===== src/rtl/trip_flag_pkg.sv =====
package trip_flag_pkg;
   typedef enum logic [1:0] {
      REG_STATUS = 2'd0,
      REG_CLEAR  = 2'd1,
      REG_FORCE  = 2'd2
   } trip_reg_e;

   localparam int BIT_OS  = 2;
   localparam int BIT_CBC = 1;
   localparam int BIT_IRQ = 0;
endpackage


===== src/rtl/trip_reg_port.sv =====
module trip_reg_port
   import trip_flag_pkg::*;
#(
   parameter int DATA_W = 16,
   parameter int ADDR_W = 2
) (
   input  logic              wr_en,
   input  logic [ADDR_W-1:0] wr_addr,
   input  logic [DATA_W-1:0] wr_data,
   input  logic [ADDR_W-1:0] rd_addr,
   input  logic              st_os,
   input  logic              st_cbc,
   input  logic              st_irq,
   output logic              frc_os,
   output logic              frc_cbc,
   output logic              clr_os,
   output logic              clr_cbc,
   output logic              clr_irq,
   output logic [DATA_W-1:0] rd_data
);
   localparam logic [ADDR_W-1:0] A_STATUS = ADDR_W'(REG_STATUS);
   localparam logic [ADDR_W-1:0] A_CLEAR  = ADDR_W'(REG_CLEAR);
   localparam logic [ADDR_W-1:0] A_FORCE  = ADDR_W'(REG_FORCE);

   if (DATA_W < 3) begin : g_bad_data_w
      $error("trip_reg_port: DATA_W must hold three flag bits");
   end
   if (ADDR_W < 2) begin : g_bad_addr_w
      $error("trip_reg_port: ADDR_W must decode three registers");
   end

   logic wr_clear, wr_force;

   always_comb begin
      wr_clear = wr_en && (wr_addr == A_CLEAR);
      wr_force = wr_en && (wr_addr == A_FORCE);
      clr_os   = wr_clear && wr_data[BIT_OS];
      clr_cbc  = wr_clear && wr_data[BIT_CBC];
      clr_irq  = wr_clear && wr_data[BIT_IRQ];
      frc_os   = wr_force && wr_data[BIT_OS];
      frc_cbc  = wr_force && wr_data[BIT_CBC];
   end

   // Clear and force are write-only strobes: they read back as zero.
   always_comb begin
      rd_data = '0;
      if (rd_addr == A_STATUS) begin
         rd_data[BIT_OS]  = st_os;
         rd_data[BIT_CBC] = st_cbc;
         rd_data[BIT_IRQ] = st_irq;
      end
   end

   always_comb begin
      assert_rsvd_zero_R2: assert ((rd_data >> 3) == '0);
   end
endmodule


===== src/rtl/trip_latch.sv =====
module trip_latch #(
   parameter bit SET_WINS = 1'b1
) (
   input  logic clk,
   input  logic rst_n,
   input  logic set,
   input  logic clr,
   output logic q,
   output logic q_next
);
   if (SET_WINS) begin : g_set_wins
      assign q_next = set | (q & ~clr);
   end else begin : g_clr_wins
      assign q_next = (q | set) & ~clr;
   end

   always_ff @(posedge clk) begin
      if (!rst_n) q <= 1'b0;
      else        q <= q_next;
   end

   if (SET_WINS) begin : g_set_chk
      assert_set_wins_R12: assert property (@(posedge clk) disable iff (!rst_n)
         set |=> q);
   end
   assert_clear_R5: assert property (@(posedge clk) disable iff (!rst_n)
      (clr && !set) |=> !q);
   assert_hold_R6: assert property (@(posedge clk) disable iff (!rst_n)
      (!set && !clr) |=> $stable(q));
endmodule


===== src/rtl/trip_irq_gen.sv =====
module trip_irq_gen (
   input  logic clk,
   input  logic rst_n,
   input  logic any_trip_next,
   input  logic clr_irq,
   output logic irq_flag,
   output logic irq_pulse
);
   logic fire;

   // A pulse fires when the gate is open (flag clear, or being cleared)
   // and a trip flag will be set after this edge.
   assign fire = (~irq_flag | clr_irq) & any_trip_next;

   always_ff @(posedge clk) begin
      if (!rst_n) begin
         irq_flag  <= 1'b0;
         irq_pulse <= 1'b0;
      end else begin
         irq_flag  <= (irq_flag & ~clr_irq) | fire;
         irq_pulse <= fire;
      end
   end

   assert_gate_closed_R9: assert property (@(posedge clk) disable iff (!rst_n)
      (irq_flag && !clr_irq) |=> !irq_pulse);
   assert_pulse_sets_flag_R8: assert property (@(posedge clk) disable iff (!rst_n)
      irq_pulse |-> irq_flag);
endmodule


===== src/rtl/trip_flag_ctrl.sv =====
module trip_flag_ctrl #(
   parameter int DATA_W   = 16,
   parameter int ADDR_W   = 2,
   parameter bit SET_WINS = 1'b1
) (
   input  logic              clk,
   input  logic              rst_n,
   input  logic              wr_en,
   input  logic [ADDR_W-1:0] wr_addr,
   input  logic [DATA_W-1:0] wr_data,
   input  logic [ADDR_W-1:0] rd_addr,
   output logic [DATA_W-1:0] rd_data,
   input  logic              os_req,
   input  logic              cbc_req,
   input  logic              period_strobe,
   output logic              os_trip,
   output logic              cbc_trip,
   output logic              trip_irq
);
   logic frc_os, frc_cbc, clr_os, clr_cbc, clr_irq;
   logic os_set, cbc_set;
   logic os_q, os_nx, cbcf_q, cbcf_nx, cbca_q, cbca_nx;
   logic irq_flag;

   assign os_set  = os_req  | frc_os;
   assign cbc_set = cbc_req | frc_cbc;

   trip_reg_port #(.DATA_W(DATA_W), .ADDR_W(ADDR_W)) u_port (
      .wr_en(wr_en), .wr_addr(wr_addr), .wr_data(wr_data), .rd_addr(rd_addr),
      .st_os(os_q), .st_cbc(cbcf_q), .st_irq(irq_flag),
      .frc_os(frc_os), .frc_cbc(frc_cbc),
      .clr_os(clr_os), .clr_cbc(clr_cbc), .clr_irq(clr_irq),
      .rd_data(rd_data)
   );

   // Sticky one-shot flag, also the one-shot trip output.
   trip_latch #(.SET_WINS(SET_WINS)) u_os (
      .clk(clk), .rst_n(rst_n), .set(os_set), .clr(clr_os),
      .q(os_q), .q_next(os_nx)
   );

   // Cycle-by-cycle status flag, cleared by software.
   trip_latch #(.SET_WINS(SET_WINS)) u_cbc_flag (
      .clk(clk), .rst_n(rst_n), .set(cbc_set), .clr(clr_cbc),
      .q(cbcf_q), .q_next(cbcf_nx)
   );

   // Cycle-by-cycle trip output, released at a period boundary.
   trip_latch #(.SET_WINS(1'b1)) u_cbc_act (
      .clk(clk), .rst_n(rst_n), .set(cbc_set), .clr(period_strobe),
      .q(cbca_q), .q_next(cbca_nx)
   );

   trip_irq_gen u_irq (
      .clk(clk), .rst_n(rst_n), .any_trip_next(os_nx | cbcf_nx),
      .clr_irq(clr_irq), .irq_flag(irq_flag), .irq_pulse(trip_irq)
   );

   assign os_trip  = os_q;
   assign cbc_trip = cbca_q;

   assert_flags_imply_irq_R10: assert property (@(posedge clk) disable iff (!rst_n)
      (os_q || cbcf_q) |-> irq_flag);
   assert_first_trip_pulse_R8: assert property (@(posedge clk) disable iff (!rst_n)
      (!irq_flag && (os_req || cbc_req)) |=> trip_irq);
   assert_cbc_release_R7: assert property (@(posedge clk) disable iff (!rst_n)
      (period_strobe && !cbc_req && !frc_cbc) |=> !cbc_trip);
   assert_os_sticky_R6: assert property (@(posedge clk) disable iff (!rst_n)
      (os_trip && !clr_os) |=> os_trip);
endmodule


===== config.mk =====
export PLATFORM = sky130hd
export DESIGN_NAME = trip_flag_ctrl
export DESIGN_NICKNAME = d
export VERILOG_FILES = /design/src/rtl/trip_flag_pkg.sv /design/src/rtl/trip_reg_port.sv /design/src/rtl/trip_latch.sv /design/src/rtl/trip_irq_gen.sv /design/src/rtl/trip_flag_ctrl.sv
export SDC_FILE = /design/constraint.sdc
export NUM_CORES = 1
export LEC_CHECK = 0
export BUFFER_PORTS_ARGS = -buffer_cell sky130_fd_sc_hd__buf_2
export CORE_AREA = 3 3 40 42
export CTS_BUF_LIST = sky130_fd_sc_hd__clkbuf_16
export DETAILED_ROUTE_END_ITERATION = 12
export DIE_AREA = 0 0 43 45
export PLACE_DENSITY = 0.68
export SLEW_MARGIN = 5
export SYNTH_ARGS = -nofsm -noshare
export SYNTH_HDL_FRONTEND = slang
export SYNTH_SLANG_ARGS = --single-unit

===== constraint.sdc =====
create_clock -name clk -period 1.1 [get_ports clk]
set_input_delay 0.22 -clock clk [delete_from_list [all_inputs] [get_ports clk]]
set_output_delay 0.22 -clock clk [all_outputs]
set_load 0.05 [all_outputs]

==> results.txt <==
status -> completed
fin. max-slew vios -> 0
final net count -> 90
die footprint -> 0.00194 mm²
Worst Skew -> 0.838 ps
I/O pin cnt -> 45
R2R Path Start -> u_os.q
Top Layer Used -> met4
Req. time, crit path -> 880 ps
WP buf/inv -> 1
Post-Route WL -> 720 µm
cell-internal power -> 0.719 mW
Fmax -> 0.944 GHz
Final min period -> 1060 ps
DIE WIDTH -> 43 µm
HPWL Detailed -> 552 µm
Async SR Flop Fraction -> 0
Pwr per Cell Area -> 1990 mW/mm²
Die Y -> 45 µm
post-place setup slack -> 23.9 ps
antenna violations before repair -> 0
Post-synth top flop -> dfxtp_1
HP Start -> os_req
Core Util, Final -> 0.397
HP Class -> primary input to register
mapped cell area -> 347 µm²
cts bufs inserted -> 3
n_diodes -> 0
WL met2 -> 287 µm
Peak VDD IR -> 0.841 mV
CTS tree -> built
GPL Wtd Cong -> 0.837
total gr overflow -> 0
switching fraction of total power -> 0.292
CP top delay family -> flip-flops
Cell variety after synth -> 20
Initial Util -> 0.270
area post-placement -> 405 µm²
fin crit share -> 0.963
critical path startpoint category -> register
Avg WL per Cell -> 9.23 µm
Seq pwr share -> 0.200
layout cells sized above 1 -> 0.476
final cell count without fillers -> 78
Core Area -> 0.00128 mm²
vias -> 300
First DRT Iteration DRCs -> 1
Syn-to-layout area delta -> 47.3%
Tot GR Track Use -> 0.0785
Tot Pwr -> 1.02 mW
Yosys reg bits -> 5
clock buffer depth -> 2
Max-cap violations -> 0
largest net degree at the start of global routing -> 6
TNS Setup -> 0 ps
global-route wire length before repair -> 1010 µm
Worst Path Arrival -> 840 ps
post-route cell area -> 510 µm²
routed vias/inst -> 3.85
Metal-1 WL -> 295 µm
worst hold margin -> 221 ps
DRC viols -> 0
Syn Area/Cell -> 8.25 µm²
metal3 WL -> 127 µm
Clock transition at path regs -> 30 ps
drt first pass iters -> 3
Critical Path Max Stage Delay -> 320 ps
Final ANT Viol Nets -> 0
Mapped Cells -> 42
root buf cell -> clkbuf_16
Filler cells -> 132
Worst Reg-to-Reg Cells -> 3
sequential share of the synthesized area -> 0.289
Port-buffer cells -> 18
Syn. warnings -> 0
final hold violations -> 0
CP Launch Point -> u_cbc_flag.q
switching pwr -> 0.297 mW
post-route worst setup slack -> 40.6 ps
FF-to-FF End -> u_irq.irq_flag
H-tree depth -> 1
CP max-delay cell -> dfxtp_1
clk sinks -> 5
number of synthesized flops with an enable pin -> 0
clock power share -> 0.571
crit path kind -> register to output port
Worst setup EP type -> output port
later-pin clock latency in the skew report -> 220 ps
std cell rows -> 13
Comb pwr share -> 0.229
critical path depth -> 2
final setup fails -> 0
Setup crit end -> rd_data[1]
number of global-route vias before repair -> 263
Worst R2R Setup Slack -> 140 ps
Cells after DPL -> 74
Cell Chain, Critical Path -> and2_4, buf_6
Max FO, Critical Path -> 2
Pleak -> 0.268 nW
## cells in the final DEF, fill, tap and decap left out, drive strengths merged, types with 2 or more instances in the layout
| cell | instances |
|---|---|
| and2 | 3 |
| conb | 13 |
| dfxtp | 5 |
| nor3 | 2 |
| nand2 | 3 |
| a21oi | 2 |
| clkbuf | 3 |
| nor2 | 4 |
| inv | 3 |
| buf | 18 |
## power groups by stage
stage,logic (mW),registers (mW),clock network [mW]
3_5_place_dp,0.222,0.205,0
6_report,0.233,0.203,0.580
4_1_cts,0.227,0.203,0.590
2_1_floorplan,0.186,0.233,0
5_1_grt,0.247,0.206,0.611
3_3_place_gp,0.221,0.205,0
## logic make-up after synthesis
family                 after synthesis  share of synthesized area
AOI/OAI and AO/OA                    6                      0.137
buffers and inverters               15                      0.303
DFF                                  5                      0.289
other                                1                     0.0108
and+or+nand+nor                     15                      0.260
## worst min path at each step
stage	end	slack, ps	cells past startpoint
after floorplan	u_irq.irq_pulse	340	2
after global placement	u_os.q	450	3
after detailed placement	u_os.q	450	3
after CTS	u_os.q	220	3
after global routing	u_irq.irq_pulse	250	3
final	u_os.q	220	3
## Yosys cell counts, drive strengths merged (2+ instances only)
cell | count | area share
and2 | 3 | 0.054
nand2 | 3 | 0.040
inv | 2 | 0.022
a21oi | 2 | 0.040
buf | 13 | 0.28
nor2 | 4 | 0.043
dfxtp | 5 | 0.29
nor3 | 2 | 0.043
## area by class of cell
class                   instances  area, µm²  area share
well taps                      15       18.8      0.0368
multi-input cells              34        191       0.375
clock buffers                   3       75.1       0.147
inverters                       2       7.51      0.0147
clock inverters                 1       3.75     0.00735
flip-flops and latches          5        101       0.199
repair buffers                 18        113       0.221
## worst min-delay path, stage by stage
cell and delay, ps:
buf_2 80, a21oi_2 40, nor2_1 70
## state kept, by name, indices dropped and copies added, names as in the netlist
| signal | flops |
|---|---|
| u_irq.irq_flag | 1 |
| u_cbc_flag.q | 1 |
| u_cbc_act.q | 1 |
| u_os.q | 1 |
| u_irq.irq_pulse | 1 |
## repair_timing
action	in CTS	in global routing
hold buffers	0	0
setup endpoints to repair	3	3
setup buffers	0	0
gates resized for setup	4	5
## routing by layer
layer  global-route usage  up-vias
li1                     -      154
met1               0.0850      119
met2               0.0988       25
met3               0.0677        2
met4               0.0542        0
met5                    0        -
(Power assumes the default switching activity.)
